<file path="src/rtl/rtc_pkg.sv">
package rtc_pkg;

   localparam int unsigned REG_CTRL   = 0;
   localparam int unsigned REG_CNT_HI = 1;
   localparam int unsigned REG_CNT_LO = 2;
   localparam int unsigned REG_ALM_HI = 3;
   localparam int unsigned REG_ALM_LO = 4;
   localparam int unsigned REG_PERIOD = 5;
   localparam int unsigned REG_STATUS = 6;

   localparam int unsigned CTRL_W     = 5;

   localparam int unsigned ST_PER     = 29;
   localparam int unsigned ST_ALARM   = 30;
   localparam int unsigned ST_ROLL    = 31;
   localparam int unsigned ST_NUM     = 3;

   typedef struct packed {
      logic per_en;
      logic clr;
      logic frz_per;
      logic frz_lo;
      logic frz_hi;
   } ctrl_t;

endpackage

</file>
<file path="src/rtl/rtc_counter.sv">
module rtc_counter
   import rtc_pkg::*;
#(
   parameter int unsigned HI_W = 8,
   parameter int unsigned LO_W = 32
) (
   input  logic                   clk,
   input  logic                   rst_n,
   input  logic                   tick_en,
   input  ctrl_t                  ctrl,
   output logic [HI_W-1:0]        cnt_hi,
   output logic [LO_W-1:0]        cnt_lo,
   output logic [HI_W+LO_W-1:0]   cnt_nxt,
   output logic                   adv,
   output logic                   roll_evt
);

   localparam int unsigned FULL_W = HI_W + LO_W;

   logic            lo_carry;
   logic            hi_step;
   logic [HI_W-1:0] hi_nxt;
   logic [LO_W-1:0] lo_nxt;

   always_comb begin
      adv      = tick_en & ~ctrl.frz_lo & ~ctrl.clr;
      lo_carry = adv & (&cnt_lo);
      hi_step  = lo_carry & ~ctrl.frz_hi;
      roll_evt = hi_step & (&cnt_hi);
      if (ctrl.clr) begin
         lo_nxt = '0;
         hi_nxt = '0;
      end else begin
         lo_nxt = adv     ? cnt_lo + 1'b1 : cnt_lo;
         hi_nxt = hi_step ? cnt_hi + 1'b1 : cnt_hi;
      end
      cnt_nxt = {hi_nxt, lo_nxt};
   end

   always_ff @(posedge clk or negedge rst_n) begin
      if (!rst_n) begin
         cnt_lo <= '0;
         cnt_hi <= '0;
      end else begin
         cnt_lo <= lo_nxt;
         cnt_hi <= hi_nxt;
      end
   end

   AST_CLR_ZERO: assert property (@(posedge clk) disable iff (!rst_n)
      ctrl.clr |=> ({cnt_hi, cnt_lo} == {FULL_W{1'b0}}));
   AST_LO_FROZEN: assert property (@(posedge clk) disable iff (!rst_n)
      (ctrl.frz_lo && !ctrl.clr) |=> ($stable(cnt_lo) && $stable(cnt_hi)));
   AST_HI_FROZEN: assert property (@(posedge clk) disable iff (!rst_n)
      (ctrl.frz_hi && !ctrl.clr) |=> $stable(cnt_hi));
   AST_TICK_GATE: assert property (@(posedge clk) disable iff (!rst_n)
      (!tick_en && !ctrl.clr) |=> ($stable(cnt_lo) && $stable(cnt_hi)));
   AST_WRAP_ZERO: assert property (@(posedge clk) disable iff (!rst_n)
      roll_evt |=> ({cnt_hi, cnt_lo} == {FULL_W{1'b0}}));

endmodule

</file>
<file path="src/rtl/rtc_alarm.sv">
module rtc_alarm #(
   parameter int unsigned HI_W   = 8,
   parameter int unsigned LO_W   = 32,
   parameter int unsigned DATA_W = 32
) (
   input  logic                   clk,
   input  logic                   rst_n,
   input  logic                   wr_hi,
   input  logic                   wr_lo,
   input  logic [DATA_W-1:0]      wdata,
   input  logic                   adv,
   input  logic [HI_W+LO_W-1:0]   cnt_nxt,
   output logic [HI_W-1:0]        tgt_hi,
   output logic [LO_W-1:0]        tgt_lo,
   output logic                   hit
);

   always_ff @(posedge clk or negedge rst_n) begin
      if (!rst_n) begin
         tgt_hi <= '0;
         tgt_lo <= '0;
      end else begin
         if (wr_hi) tgt_hi <= wdata[HI_W-1:0];
         if (wr_lo) tgt_lo <= wdata[LO_W-1:0];
      end
   end

   assign hit = adv & (cnt_nxt == {tgt_hi, tgt_lo});

   AST_ALM_QUIET: assert property (@(posedge clk) disable iff (!rst_n)
      !adv |-> !hit);

endmodule

</file>
<file path="src/rtl/rtc_periodic.sv">
module rtc_periodic #(
   parameter int unsigned PER_W = 32
) (
   input  logic             clk,
   input  logic             rst_n,
   input  logic             tick_en,
   input  logic             en,
   input  logic             frz,
   input  logic [PER_W-1:0] per_val,
   output logic             expire
);

   logic [PER_W-1:0] down_q;
   logic             run;

   assign run    = tick_en & en & ~frz;
   assign expire = run & (down_q == '0);

   always_ff @(posedge clk or negedge rst_n) begin
      if (!rst_n) begin
         down_q <= '0;
      end else if (!en) begin
         down_q <= per_val;
      end else if (run) begin
         if (down_q == '0) down_q <= per_val;
         else              down_q <= down_q - 1'b1;
      end
   end

   AST_PER_RELOAD: assert property (@(posedge clk) disable iff (!rst_n)
      expire |=> (down_q == $past(per_val)));
   AST_PER_IDLE: assert property (@(posedge clk) disable iff (!rst_n)
      !en |=> (down_q == $past(per_val)));
   AST_PER_FROZEN: assert property (@(posedge clk) disable iff (!rst_n)
      (en && frz) |=> $stable(down_q));
   AST_PER_STEP: assert property (@(posedge clk) disable iff (!rst_n)
      (run && down_q != '0) |=> (down_q == $past(down_q) - 1'b1));

endmodule

</file>
<file path="src/rtl/rtc_status.sv">
module rtc_status #(
   parameter int unsigned NUM = 3
) (
   input  logic           clk,
   input  logic           rst_n,
   input  logic [NUM-1:0] set,
   input  logic [NUM-1:0] clr,
   output logic [NUM-1:0] st
);

   for (genvar i = 0; i < NUM; i++) begin : g_bit
      always_ff @(posedge clk or negedge rst_n) begin
         if (!rst_n)      st[i] <= 1'b0;
         else if (set[i]) st[i] <= 1'b1;
         else if (clr[i]) st[i] <= 1'b0;
      end

      AST_SET_WINS: assert property (@(posedge clk) disable iff (!rst_n)
         set[i] |=> st[i]);
      AST_W1C: assert property (@(posedge clk) disable iff (!rst_n)
         (clr[i] && !set[i]) |=> !st[i]);
      AST_STICKY: assert property (@(posedge clk) disable iff (!rst_n)
         (st[i] && !clr[i]) |=> st[i]);
   end

endmodule

</file>
<file path="src/rtl/rtc_alarm_timer.sv">
module rtc_alarm_timer
   import rtc_pkg::*;
#(
   parameter int unsigned HI_W   = 8,
   parameter int unsigned LO_W   = 32,
   parameter int unsigned PER_W  = 32,
   parameter int unsigned DATA_W = 32,
   parameter int unsigned ADDR_W = 3
) (
   input  logic              clk,
   input  logic              rst_n,
   input  logic              tick_en,
   input  logic              reg_wr,
   input  logic [ADDR_W-1:0] reg_addr,
   input  logic [DATA_W-1:0] reg_wdata,
   output logic [DATA_W-1:0] reg_rdata,
   output logic              irq_roll,
   output logic              irq_alarm,
   output logic              irq_period
);

   localparam int unsigned FULL_W = HI_W + LO_W;

   if (DATA_W < 32) begin : g_chk_data
      $error("DATA_W must hold status bits 31..29");
   end
   if (LO_W > DATA_W || HI_W > DATA_W || PER_W > DATA_W) begin : g_chk_fit
      $error("counter, alarm and period fields must fit in DATA_W");
   end
   if (HI_W < 1 || LO_W < 2 || PER_W < 1) begin : g_chk_min
      $error("field widths too small");
   end
   if ((1 << ADDR_W) <= REG_STATUS) begin : g_chk_addr
      $error("ADDR_W too narrow for the register map");
   end

   ctrl_t             ctrl_q;
   logic [PER_W-1:0]  per_q;
   logic [HI_W-1:0]   cnt_hi;
   logic [LO_W-1:0]   cnt_lo;
   logic [FULL_W-1:0] cnt_nxt;
   logic [HI_W-1:0]   tgt_hi;
   logic [LO_W-1:0]   tgt_lo;
   logic              adv, roll_evt, alm_hit, per_exp;
   logic [ST_NUM-1:0] st_set, st_clr, st_q;

   logic wr_ctrl, wr_ahi, wr_alo, wr_per, wr_stat;

   always_comb begin
      wr_ctrl = reg_wr && (reg_addr == ADDR_W'(REG_CTRL));
      wr_ahi  = reg_wr && (reg_addr == ADDR_W'(REG_ALM_HI));
      wr_alo  = reg_wr && (reg_addr == ADDR_W'(REG_ALM_LO));
      wr_per  = reg_wr && (reg_addr == ADDR_W'(REG_PERIOD));
      wr_stat = reg_wr && (reg_addr == ADDR_W'(REG_STATUS));
   end

   always_ff @(posedge clk or negedge rst_n) begin
      if (!rst_n) begin
         ctrl_q <= '0;
         per_q  <= '0;
      end else begin
         if (wr_ctrl) ctrl_q <= reg_wdata[CTRL_W-1:0];
         if (wr_per)  per_q  <= reg_wdata[PER_W-1:0];
      end
   end

   rtc_counter #(.HI_W(HI_W), .LO_W(LO_W)) u_cnt (
      .clk     (clk),
      .rst_n   (rst_n),
      .tick_en (tick_en),
      .ctrl    (ctrl_q),
      .cnt_hi  (cnt_hi),
      .cnt_lo  (cnt_lo),
      .cnt_nxt (cnt_nxt),
      .adv     (adv),
      .roll_evt(roll_evt)
   );

   rtc_alarm #(.HI_W(HI_W), .LO_W(LO_W), .DATA_W(DATA_W)) u_alm (
      .clk    (clk),
      .rst_n  (rst_n),
      .wr_hi  (wr_ahi),
      .wr_lo  (wr_alo),
      .wdata  (reg_wdata),
      .adv    (adv),
      .cnt_nxt(cnt_nxt),
      .tgt_hi (tgt_hi),
      .tgt_lo (tgt_lo),
      .hit    (alm_hit)
   );

   rtc_periodic #(.PER_W(PER_W)) u_per (
      .clk    (clk),
      .rst_n  (rst_n),
      .tick_en(tick_en),
      .en     (ctrl_q.per_en),
      .frz    (ctrl_q.frz_per),
      .per_val(per_q),
      .expire (per_exp)
   );

   assign st_set = {roll_evt, alm_hit, per_exp};
   assign st_clr = wr_stat ? reg_wdata[ST_ROLL:ST_PER] : '0;

   rtc_status #(.NUM(ST_NUM)) u_st (
      .clk  (clk),
      .rst_n(rst_n),
      .set  (st_set),
      .clr  (st_clr),
      .st   (st_q)
   );

   assign irq_roll   = st_q[2];
   assign irq_alarm  = st_q[1];
   assign irq_period = st_q[0];

   always_comb begin
      reg_rdata = '0;
      case (reg_addr)
         ADDR_W'(REG_CTRL):   reg_rdata[CTRL_W-1:0]    = ctrl_q;
         ADDR_W'(REG_CNT_HI): reg_rdata[HI_W-1:0]      = cnt_hi;
         ADDR_W'(REG_CNT_LO): reg_rdata[LO_W-1:0]      = cnt_lo;
         ADDR_W'(REG_ALM_HI): reg_rdata[HI_W-1:0]      = tgt_hi;
         ADDR_W'(REG_ALM_LO): reg_rdata[LO_W-1:0]      = tgt_lo;
         ADDR_W'(REG_PERIOD): reg_rdata[PER_W-1:0]     = per_q;
         ADDR_W'(REG_STATUS): reg_rdata[ST_ROLL:ST_PER] = st_q;
         default:             reg_rdata                = '0;
      endcase
   end

   AST_ALARM_MATCH: assert property (@(posedge clk) disable iff (!rst_n)
      ($rose(irq_alarm) && !$past(wr_ahi) && !$past(wr_alo))
         |-> ({cnt_hi, cnt_lo} == {tgt_hi, tgt_lo}));
   AST_ROLL_ZERO: assert property (@(posedge clk) disable iff (!rst_n)
      ($rose(irq_roll) && !$past(ctrl_q.clr)) |-> ({cnt_hi, cnt_lo} == '0));
   AST_PER_GATED: assert property (@(posedge clk) disable iff (!rst_n)
      (!ctrl_q.per_en && !wr_stat && !irq_period) |=> !irq_period);

endmodule

</file>
<file path="config.mk">
export PLATFORM = sky130hd
export DESIGN_NAME = rtc_alarm_timer
export DESIGN_NICKNAME = d
export VERILOG_FILES = /design/src/rtl/rtc_pkg.sv /design/src/rtl/rtc_counter.sv /design/src/rtl/rtc_alarm.sv /design/src/rtl/rtc_periodic.sv /design/src/rtl/rtc_status.sv /design/src/rtl/rtc_alarm_timer.sv
export SDC_FILE = /design/constraint.sdc
export NUM_CORES = 1
export LEC_CHECK = 0
export BUFFER_PORTS_ARGS = -buffer_cell sky130_fd_sc_hd__buf_2
export CORE_MARGIN = 2
export CORE_UTILIZATION = 25
export DETAILED_ROUTE_END_ITERATION = 8
export HOLD_SLACK_MARGIN = 0.03
export PLACE_DENSITY = 0.43
export SLEW_MARGIN = 20
export SYNTH_ARGS = -nofsm -noshare
export SYNTH_HDL_FRONTEND = slang
export SYNTH_SLANG_ARGS = --single-unit
</file>
<file path="constraint.sdc">
create_clock -name clk -period 6.1 [get_ports clk]
set_clock_uncertainty 0.05 [all_clocks]
set_input_delay 0.305 -clock clk [delete_from_list [all_inputs] [get_ports clk]]
set_output_delay 0.305 -clock clk [all_outputs]
set_load 0.05 [all_outputs]
</file>
### Yosys cells after proc, flatten, opt, wreduce, memory -nomap -nowiden

Cells that the tools add are included.

* register bits: 152
* bits of input ports: 39
* output and inout port bits: 35
* word-level logic and storage cells: 68

* add/sub/neg operators: 3
* equal/unequal tests: 8
* multiplexer cells: 18
* bitwise gates (word level): 13
* reduce and logical (&&, ||, !) cells: 12

Operators with widths (number)
* 32-bit two-way mux: 5
* 21-bit case mux with 3 select lines: 1
* 40-bit equality test: 1
* 32-bit by 1-bit adder with 32-bit output (second input constant): 1
* 32-bit logical NOT: 1
* 32-bit AND reduction: 1
* 32-bit by 1-bit subtractor with 32-bit output (second input constant): 1
* 5-bit case mux with 6 select lines: 1
* 8-bit two-way mux: 2
* 3-bit case mux with 5 select lines: 1
* 3-bit case mux with 4 select lines: 1
* 1-bit bitwise AND: 9
* 3-bit equality test (second input constant): 3
* 8-bit by 1-bit adder with 8-bit output (second input constant): 1
* 8-bit AND reduction: 1
* 3-bit by 2-bit equality test with 1-bit output (second input constant): 2
* 1-bit two-way mux: 6
* 2-bit nonzero test: 3
* 1-bit logical AND: 5
* 1-bit inverter: 4
* 3-bit by 1-bit equality test with 1-bit output (second input constant): 1
* 3-bit logical NOT: 1
* 3-bit two-way mux: 1
* 2-bit by 1-bit inequality test with 1-bit output (second input constant): 1

### Depth between registers and ports, before layout

Gate-level depths: netlist (run 1).

* word-level depth: 10
* depth in mapped cells: 11
* mapped depth without buffers: 11

### Modules after synthesis

Synthesis (run 1) repeated with hierarchy kept, for this count alone.

* cell total of the unflattened synthesis: 828
* area, all modules: 8684.6 um^2

By module, submodules not included
* rtc_alarm_timer: times used 1, cells each 199, area each 2337.2 um^2, seq. area each 925.9 um^2
* rtc_periodic: times used 1, cells each 263, area each 2249.7 um^2, seq. area each 800.8 um^2
* rtc_counter: times used 1, cells each 217, area each 2070.7 um^2, seq. area each 1001.0 um^2
* rtc_alarm: times used 1, cells each 140, area each 1918.1 um^2, seq. area each 1001.0 um^2
* rtc_status: times used 1, cells each 9, area each 108.9 um^2, seq. area each 75.1 um^2

### Worst setup path after synthesis (run 1)

OpenSTA, ideal clock, no wires.

* path kind: register -> output
* start point: register ctrl_q[3] in the netlist's numbering
* end point: output reg_rdata[3]
* arrival: 2750 ps
* data required time: 5745 ps
* path slack: 2995 ps
* cell stages (with the launch flop): 10
* path buffers: 5
* cells stage by stage: dfrtp_1 -> clkbuf_1 -> clkbuf_1 -> clkbuf_1 -> buf_2 -> buf_1 -> mux2i_1 -> nor2_1 -> a31oi_1 -> o221ai_1

* word-level cells in the longest chain between the ends: 1

Ends and longest elaborated chain
* from (decl): RTL line rtc_alarm_timer.sv:37 `ctrl_t ctrl_q;`
* from (signal assigned): RTL line rtc_alarm_timer.sv:62 `if (wr_ctrl) ctrl_q <= reg_wdata[CTRL_W-1:0];`
* 5-bit case mux with 6 select lines: RTL line rtc_alarm_timer.sv:119 `case (reg_addr)`
* to (decl): RTL line rtc_alarm_timer.sv:16 `output logic [DATA_W-1:0] reg_rdata,`

No other way between the ends.

### Worst setup path after layout (run 1)

* start point: register u_per.down_q[6]
* end point: register u_per.down_q[29]

* word-level cells in the longest chain between the ends: 4
* elaborated cells between the ends (all ways): 5
* those cells by class: add/sub: 1; mux: 3; reduce/logical: 1

Ends and longest elaborated chain
* from (decl): RTL line rtc_periodic.sv:13 `logic [PER_W-1:0] down_q;`
* from (signal assigned): RTL line rtc_periodic.sv:23 `down_q <= per_val;`
* from (signal assigned): RTL line rtc_periodic.sv:25 `if (down_q == '0) down_q <= per_val;`
* from (signal assigned): RTL line rtc_periodic.sv:26 `else down_q <= down_q - 1'b1;`
* 32-bit by 1-bit subtractor with 32-bit output or 32-bit logical NOT (tied branches): RTL line rtc_periodic.sv:26, rtc_periodic.sv:25
* 32-bit two-way mux *: RTL line rtc_periodic.sv:25
* 32-bit two-way mux *: RTL line rtc_periodic.sv:24 `end else if (run) begin`
* 32-bit two-way mux *: RTL line rtc_periodic.sv:22 `end else if (!en) begin`

Every way passes the cells marked *; elsewhere a longest branch is shown, timed or not. The select of a mux whose other input is x is not followed.
A chain may end at the register's enable or synchronous reset.

==> impl_metrics.json, run 1 <==
{
  "status": "complete, no violations",
  "yosysSeqAreaShare": 0.444,
  "maxSlewViolCount": 0,
  "rsz0062_at_grt": "false",
  "first_pass_iters": 5,
  "clock_latency_ps": 440,
  "grtUsageTotal": 0.162,
  "fmax_mhz": 267,
  "layout_setup_ws_ps": 2350,
  "drive_above_1_share": 0.223,
  "diodes": 0,
  "pre_cts_ws_ps": 2410,
  "required_ps": 6330,
  "ios": 74,
  "netlist_area_sq_um": 8560,
  "synthArstFlopShare": 1.00,
  "synth_most_common_cell": "dfrtp_1",
  "syn_nets": 938,
  "worstSetupEndpointType": "register",
  "drc": 0,
  "tightest_slew_ps": 1070,
  "min_period_ps": 3750,
  "ys_ff_latch": 152,
  "stdcell_count": 1412,
  "postLayoutCellArea_sq_um": 10000,
  "numCtsBuffers": 17,
  "synth_top_cell_by_area": "dfrtp_1",
  "clkTransAtPathRegs_ps": 70,
  "wl_microns": 28500,
  "ys_warn_count": 0,
  "cap_violations": 0,
  "cts_sinks": 152,
  "powerDensity_nw_per_um2": 335,
  "synthTopCellsByCount": "dfrtp_1 (152), o21ai_0 (92), nand2_1 (83)",
  "synth.distinct_cells": 55,
  "synth-edff-count": 0,
  "num_vias": 7162,
  "critical_path_class": "register to register",
  "wire_per_inst_microns": 20.2,
  "cts_resized": 0,
  "synthTopCellsByArea": "dfrtp_1 (44%), mux2_2 (11%), o21ai_0 (5.4%)",
  "postSynthAreaPerCell_sq_um": 9.57,
  "post_cts_buffers": 0,
  "grt_pass1_wl_microns": 43800,
  "syn_inst": 895,
  "die_w_microns": 189,
  "place_congestion": 0.825,
  "fillers": 3540,
  "worstPathMaxFanout": 6,
  "viasPerCell": 5.07,
  "rows": 67,
  "setup_viol": 0,
  "hold_viol": 0,
  "regArea_sq_um": 3800,
  "yosys.area.top_type_share": 0.444,
  "die_area_sq_um": 35800,
  "cts_tree": "built",
  "root_buffer": "clkbuf_16",
  "coreArea_sq_um": 33600,
  "die_y_microns": 189,
  "cts_max_path_buffers": 2,
  "initial_core_util": 0.255,
  "nNetsFinal": 995,
  "grt_start_max_net_pins": 79,
  "hp-class": "primary input to register",
  "io_buffers": 73,
  "gr-total-overflow": 0,
  "holdBufCountCts": 2,
  "irDropWorstVdd_mv": 0.162,
  "placedInstanceArea_sq_um": 9410,
  "initialDrtViolationCount": 364,
  "startpoint_type": "register",
  "fin_tns_setup_ps": 0,
  "arrival_ps": 3980,
  "ant_nets": 0,
  "htree_levels": 4,
  "area_growth_pct": 16.8,
  "post-route-period-util": 0.615,
  "dp_cells": 1379,
  "power_leakage_nw": 4.02,
  "slew_headroom": 0.289,
  "antenna_found_initial": 0,
  "first_global_vias": 6996,
  "dp_hpwl_microns": 20700,
  "synthFlopType": "dfrtp_1",
  "multi_input_comb_area_sq_um": 4540
}
## metrics by stage
stage,hold slack [ps],total power [mW],util
after floorplan,-40.6,2.00,-
after global placement,379,2.31,0.280
after detailed placement,380,2.31,0.280
after CTS,39.9,3.39,0.297
after global routing,40.3,3.55,0.298
final,59.0,3.35,0.298
## critical path: stages, from the launching register on
cell,delay [ps]
dfrtp_1,410
nor4_1,840
nand4_1,560
or3b_2,680
nor4_1,470
nand2_1,170
nor3_1,150
o21ai_0,90
nand2_1,90
o21ai_0,70
## state kept, by name (all words and copies together) (netlist names)
name / flops
ctrl_q: 5
u_alm.tgt_lo: 32
per_q: 32
u_st.st: 3
u_cnt.cnt_lo: 32
u_per.down_q: 32
u_cnt.cnt_hi: 8
u_alm.tgt_hi: 8
## layout by cell type (no fill, tap or decap), drive strengths merged, types with 6 or more instances in the layout
cell type and count:
a21oi 59, and3 7, or4 9, o31ai 9, o21ai 93, and4 6
buf 83, dfrtp 152, a22oi 11, nor2 64, nor2b 11, nor3 28
clkbuf 19, nand4 22, xnor2 35, or3 13, nor4 21, nand2 83
xor2 18, nand3 29, clkinv 8, inv 16, mux2i 32, mux2 81
## cell families (layout without fill, tap and decap cells)
logic type,count (synthesis),count (layout),synth area share
AO/OA/AOI/OAI,193,193,0.128
flip-flops,152,152,0.444
AND/OR/NAND/NOR,316,316,0.190
adder cells (fa/ha/maj),4,4,0.00584
XOR/XNOR,53,53,0.0551
multiplexers,115,115,0.149
buffers and inverters,62,131,0.0278
## power by group
group	switching [mW]	total, mW	internal, mW
combinational	0.471	0.787	0.316
clock	0.450	1.06	0.610
sequential	0.280	1.51	1.23
## area by class of cell
type	count	share of cell area
clock inverters	12	0.0128
repair buffers	85	0.0470
flip-flops and latches	152	0.380
inverters	15	0.00563
well taps	448	0.0560
clock buffers	19	0.0443
multi-input cells	681	0.454
## final timing paths
kind,start,to,slack [ps],cells after the start
min in group asynchronous,rst_n,per_q[13],410,2
max in group asynchronous,rst_n,u_cnt.cnt_hi[6],4310,3
worst max register to register,u_per.down_q[6],u_per.down_q[29],2350,9
worst min register to register,u_per.down_q[29],u_per.down_q[29],430,2
worst min-delay path,reg_wdata[13],u_alm.tgt_lo[13],60,2
worst max-delay path,u_per.down_q[6],u_per.down_q[29],2350,9
## layer usage
metal	track usage	routed length, microns
met1	0.217	13100
met2	0.269	14000
met3	0.0280	994
met4	0.0445	437
met5	0	0
Note: power is estimated with default switching activity, not from simulation.
==> run 2: changes to the inputs <==
- ABC_AREA: unset -> 1
- PLACE_DENSITY: 0.43 -> 0.44
- clock period: 6.1 -> 3.1 ns (I/O delays scaled with it)
==> run 2 against run 1 <==
First-iteration DRC count is 91% higher. Sequential power is 88% higher. Critical path depth is 6 higher. Wire length is 17% higher. Area after synthesis is 8.4% higher. Clock power is 91% higher. Maximum frequency is 48% higher. Hold slack better by 54 ps. Non-clock buffer count is 40 higher. Global-route usage is 1.7 points higher. Critical path type unchanged. Critical endpoint is now u_st.st[1].
==> impl_metrics.json, run 2 <==
{
  "startpoint_type": "register",
  "cts_sinks": 152,
  "critical_path.cell_chain": "inv_2, nand2_2, nor2_2, nand2_1, o21ai_0, nand3_1, nand2_1, nand3_1, nor2_1, nand2_1, nor2_1, nand2_1, nor2_1, nand2_1, nand2_1",
  "htree_levels": 4,
  "worstHoldStart": "reg_wr",
  "arrival_ps": 2870,
  "fmax_mhz": 395,
  "synth-edff-count": 0,
  "nNetsFinal": 1473,
  "grtUsageTotal": 0.179,
  "num_vias": 9056,
  "cts_max_path_buffers": 2,
  "antenna_found_initial": 0,
  "cp_num_buf_inv": 1,
  "synth_top_cell_by_area": "dfrtp_1",
  "netlist_area_sq_um": 9280,
  "tightest_slew_ps": 769,
  "holdBufCountCts": 33,
  "drive_above_1_share": 0.116,
  "most-common-layout-cells": "nand2_1 (334), inv_1 (218), dfrtp_1 (152)",
  "syn_inst": 1329,
  "numCtsBuffers": 17,
  "synthArstFlopShare": 1.00,
  "syn_nets": 1372,
  "first_pass_iters": 5,
  "crit_top_cell": "nand2_1",
  "setup_viol": 0,
  "required_ps": 3440,
  "post_cts_buffers": 0,
  "die_y_microns": 197,
  "cap_violations": 0,
  "post-route-period-util": 0.817,
  "synthTopCellsByArea": "dfrtp_1 (41%), nand2_1 (14%), inv_1 (8.9%)",
  "first_global_vias": 8837,
  "place_congestion": 0.856,
  "initialDrtViolationCount": 697,
  "initial_core_util": 0.253,
  "rsz0062_at_grt": "false",
  "synth_most_common_cell": "nand2_1",
  "ios": 74,
  "grt_start_max_net_pins": 72,
  "critical_path_class": "register to register",
  "fin_hold_ws_ps": 113,
  "fillers": 4040,
  "yosysSeqAreaShare": 0.410,
  "fin_tns_setup_ps": 0,
  "cts_tree": "built",
  "area_growth_pct": 19.8,
  "slew_headroom": 0.483,
  "wire_per_inst_microns": 17.5,
  "final_common_cell": "nand2_1",
  "io_buffers": 73,
  "root_buffer": "clkbuf_16",
  "crit_cells": 15,
  "dp_hpwl_microns": 25700,
  "r2r_start": "ctrl_q[1]",
  "ys_warn_count": 0,
  "synthTopCellsByCount": "nand2_1 (336), inv_1 (219), dfrtp_1 (152)",
  "worstPathMaxFanout": 11,
  "hold_viol": 0,
  "reg2reg_depth": 15,
  "yosys.area.top_type_share": 0.410,
  "clkTransAtPathRegs_ps": 70,
  "power_leakage_nw": 5.51,
  "drc": 0,
  "multi_input_comb_area_sq_um": 4470,
  "irDropWorstVdd_mv": 0.332,
  "status": "complete, no violations",
  "hp-class": "primary input to register",
  "postSynthAreaPerCell_sq_um": 6.98,
  "ys_ff_latch": 152,
  "synthFlopType": "dfrtp_1",
  "clock_latency_ps": 440,
  "maxSlewViolCount": 0,
  "worstSetupEndpointType": "register",
  "critPathMaxStageDelay_ps": 440,
  "die_area_sq_um": 38700,
  "holdPathStages": 4,
  "cts_resized": 0,
  "powerDensity_nw_per_um2": 600,
  "critPathLaunch": "ctrl_q[1]",
  "min_period_ps": 2530,
  "coreArea_sq_um": 36600,
  "wl_microns": 33500,
  "cp_slowest_cell": "dfrtp_1",
  "grt_pass1_wl_microns": 52200,
  "regArea_sq_um": 3800,
  "viasPerCell": 4.74,
  "die_w_microns": 197,
  "ant_nets": 0,
  "diodes": 0,
  "gr-total-overflow": 0,
  "synth.distinct_cells": 41,
  "rows": 70,
  "cp_top_family": "simple AND/OR/NAND/NOR gates"
}
==> run 2: cell types whose count changed after synthesis, sizes merged, moves of 13 or more <==
cell    previous run  this run
nand3             29       101
o221ai             4        17
mux2              81         0
mux2i             32         0
nor3              28        13
nor4              21         2
xnor2             35         2
or3               13         0
nor2              64       138
inv               15       226
nand2             83       345
a21oi             59        15
nand4             22        56
o21ai             93       152
==> run 2: layout make-up <==
cell class,instances,share of cell area
clock buffer,20,0.0411
clock inverter,12,0.00844
inverter,227,0.0767
multi-input combinational,907,0.402
sequential,152,0.342
tap,468,0.0527
timing repair buffer,125,0.0771
==> run 2: logic make-up (layout without fill, tap and decap cells) <==
logic type | count (synthesis) | count (layout) | share of synthesized area
buf+inv | 270 | 384 | 0.111
compound gates | 222 | 222 | 0.138
flops | 152 | 152 | 0.410
xor+xnor | 24 | 24 | 0.0227
simple gates | 657 | 657 | 0.313
fa+ha+maj | 4 | 4 | 0.00539
==> run 2: worst register-to-register path, cell delays in order (launching register included) <==
cell	delay (ps)
dfrtp_1	440
inv_2	110
nand2_2	70
nor2_2	400
nand2_1	200
o21ai_0	260
nand3_1	130
nand2_1	90
nand3_1	80
nor2_1	120
nand2_1	80
nor2_1	140
nand2_1	100
nor2_1	90
nand2_1	60
nand2_1	50
==> run 2: report_power, final <==
group,internal [mW],switching (mW),leakage [nW],total [mW]
sequential,2.37,0.470,1.96,2.84
clock,1.07,0.941,0.252,2.02
combinational,0.604,1.21,3.30,1.82
total,4.05,2.62,5.51,6.67
==> run 2: routing by layer <==
layer / routed length (microns) / track usage
met1: 16100 / 0.248
met2: 15600 / 0.290
met3: 1030 / 0.0236
met4: 745 / 0.0554
met5: 0 / 0
==> run 2: worst paths after layout <==
path | end | slack [ps]
hold / removal | u_st.st[1] | 110
min in group asynchronous | per_q[11] | 200
hold reg to reg | per_q[6] | 430
setup reg to reg | u_st.st[1] | 570
setup / recovery | u_st.st[1] | 570
max in group asynchronous | u_alm.tgt_lo[6] | 1930
==> run 2: per-stage QoR <==
stage	area, sq um	cells	setup WS [ps]	util	power (mW)
final	11100	1911	567	0.304	6.67
after global routing	11100	1911	190	0.304	7.10
after CTS	11100	1911	572	0.304	6.74
after detailed placement	10200	1846	590	0.280	4.66
after global placement	10200	1846	639	0.280	4.66
after floorplan	9280	1329	772	-	3.99
==> run 3: changes to the inputs <==
- ABC_AREA: 1 -> 0
- PLACE_DENSITY: 0.44 -> 0.43
- clock period: 3.1 -> 2.42 ns (I/O delays scaled with it)
==> run 3 against run 2 <==
The run now ends with negative setup slack left. Critical endpoint unchanged. Utilization increased by 6.9 points. Critical path type unchanged. Global-route usage increased by 0.38 points. Hold slack improved by 48 ps. First-iteration DRC count decreased by 40%. Via count decreased by 11%.
==> impl_metrics.json, run 3 (same netlist as run 1, synthesis figures left out) <==
{
  "status": "finished with violations",
  "violations": "negative setup slack",
  "setup_viol": 23,
  "num_vias": 8044,
  "slew_headroom": 0.559,
  "root_buffer": "clkbuf_16",
  "hp-class": "primary input to register",
  "postLayoutCellArea_sq_um": 12500,
  "dp_hpwl_microns": 23200,
  "worstHoldStart": "reg_wr",
  "power_leakage_nw": 5.28,
  "powerDensity_nw_per_um2": 793,
  "fillers": 3401,
  "r2r_slack_ps": -610,
  "grt_start_max_net_pins": 55,
  "antenna_found_initial": 0,
  "ant_nets": 0,
  "worstSetupEndpointType": "register",
  "layout_setup_ws_ps": -611,
  "cts_sinks": 152,
  "grt_pass1_wl_microns": 48900,
  "grtUsageTotal": 0.183,
  "r2r_end": "u_st.st[1]",
  "whs_endpoint": "u_st.st[0]",
  "place_congestion": 0.812,
  "stdcell_count": 1627,
  "wl_microns": 33200,
  "reg2reg_depth": 11,
  "maxSlewViolCount": 0,
  "cts_tree": "built",
  "first_pass_iters": 7,
  "startpoint_type": "register",
  "initial_core_util": 0.255,
  "wire_per_inst_microns": 20.4,
  "htree_levels": 4,
  "nNetsFinal": 1209,
  "numCtsBuffers": 17,
  "cts_max_path_buffers": 2,
  "clkTransAtPathRegs_ps": 70,
  "drive_above_1_share": 0.424,
  "fmax_mhz": 330,
  "area_growth_pct": 46.4,
  "post-route-period-util": 1.25,
  "holdPathStages": 5,
  "die_area_sq_um": 35800,
  "dp_cells": 1526,
  "hold_viol": 0,
  "ios": 74,
  "final_common_cell": "buf_4",
  "drc": 0,
  "rsz0062_at_grt": "true",
  "r2r_start": "ctrl_q[3]",
  "min_period_ps": 3030,
  "worstPathMaxFanout": 4,
  "placedInstanceArea_sq_um": 10800,
  "viasPerCell": 4.94,
  "irDropWorstVdd_mv": 0.484,
  "gr-total-overflow": 0,
  "most-common-layout-cells": "buf_4 (164), dfrtp_1 (150), mux2_2 (81)",
  "cap_violations": 0,
  "required_ps": 2700,
  "die_w_microns": 189,
  "critical_path_class": "register to register",
  "fin_hold_ws_ps": 161,
  "rows": 67,
  "arrival_ps": 3320,
  "clock_latency_ps": 450,
  "die_y_microns": 189,
  "initialDrtViolationCount": 418,
  "diodes": 0,
  "final_util": 0.373,
  "tightest_slew_ps": 662,
  "io_buffers": 73,
  "coreArea_sq_um": 33600,
  "first_global_vias": 7963
}
==> run 3: cell types whose count changed in the layout (fill, tap and decap cells not counted), sizes merged, moves of 72 or more <==
cell   change
nand3     -72
buf      +164
nand2    -262
mux2      +81
inv      -212
nor2      -74
==> run 3: stage by stage <==
step	power, mW	setup slack (ps)	TNS, ps
floorplan	5.24	-377	-2680
detailed placement	6.42	-678	-3290
CTS	9.66	-594	-742
global route	10.4	-754	-5380
finish	9.95	-611	-1340
global placement	6.41	-650	-3010
==> run 3: layer usage <==
| layer | track usage | share of wire |
|---|---|---|
| met1 | 0.263 | 0.49 |
| met2 | 0.285 | 0.45 |
| met3 | 0.0265 | 0.044 |
| met4 | 0.0502 | 0.017 |
| met5 | 0 | 0 |
==> run 3: how the worst max path moves through the flow <==
stage,from,to,slack (ps)
after floorplan,ctrl_q[3],u_st.st[1],-380
after global placement,u_cnt.cnt_lo[1],u_st.st[1],-650
after detailed placement,u_cnt.cnt_lo[6],u_st.st[1],-680
after CTS,ctrl_q[3],u_st.st[1],-590
after global routing,u_cnt.cnt_lo[1],u_st.st[1],-750
final,ctrl_q[3],u_st.st[1],-610
==> run 3: where the power goes <==
group          total (mW)  switching (mW)  internal (mW)
clock                2.98            1.21           1.77
sequential           3.75           0.660           3.09
combinational        3.22            1.73           1.49
==> run 3: worst max-delay path: stages, from the launching register on <==
cell	delay, ps
dfrtp_2	400
nand2b_4	140
buf_6	110
nor4_4	370
buf_4	200
nand4_1	180
or3_1	440
a21oi_2	220
xnor2_2	170
nand2_1	60
nand4b_1	190
o41ai_2	360
==> run 3: layout make-up <==
| class | instances | area (sq um) | area share |
|---|---|---|---|
| Sequential cell | 152 | 3810 | 0.303 |
| Clock buffer | 19 | 443 | 0.0353 |
| Clock inverter | 13 | 195 | 0.0156 |
| Multi-Input combinational cell | 688 | 5170 | 0.412 |
| Tap cell | 448 | 561 | 0.0447 |
| Timing Repair Buffer | 292 | 2310 | 0.184 |
| Inverter | 15 | 56.3 | 0.00449 |
==> run 3: what timing repair did <==
item | CTS | global route
setup endpoints to repair | 30 | 36
resized for setup | 48 | 91
pin swaps | 25 | 37
hold buffers | 33 | 0
gates cloned | 4 | 9
hold endpoints to repair | 130 | 0
buffers inserted | 19 | 6
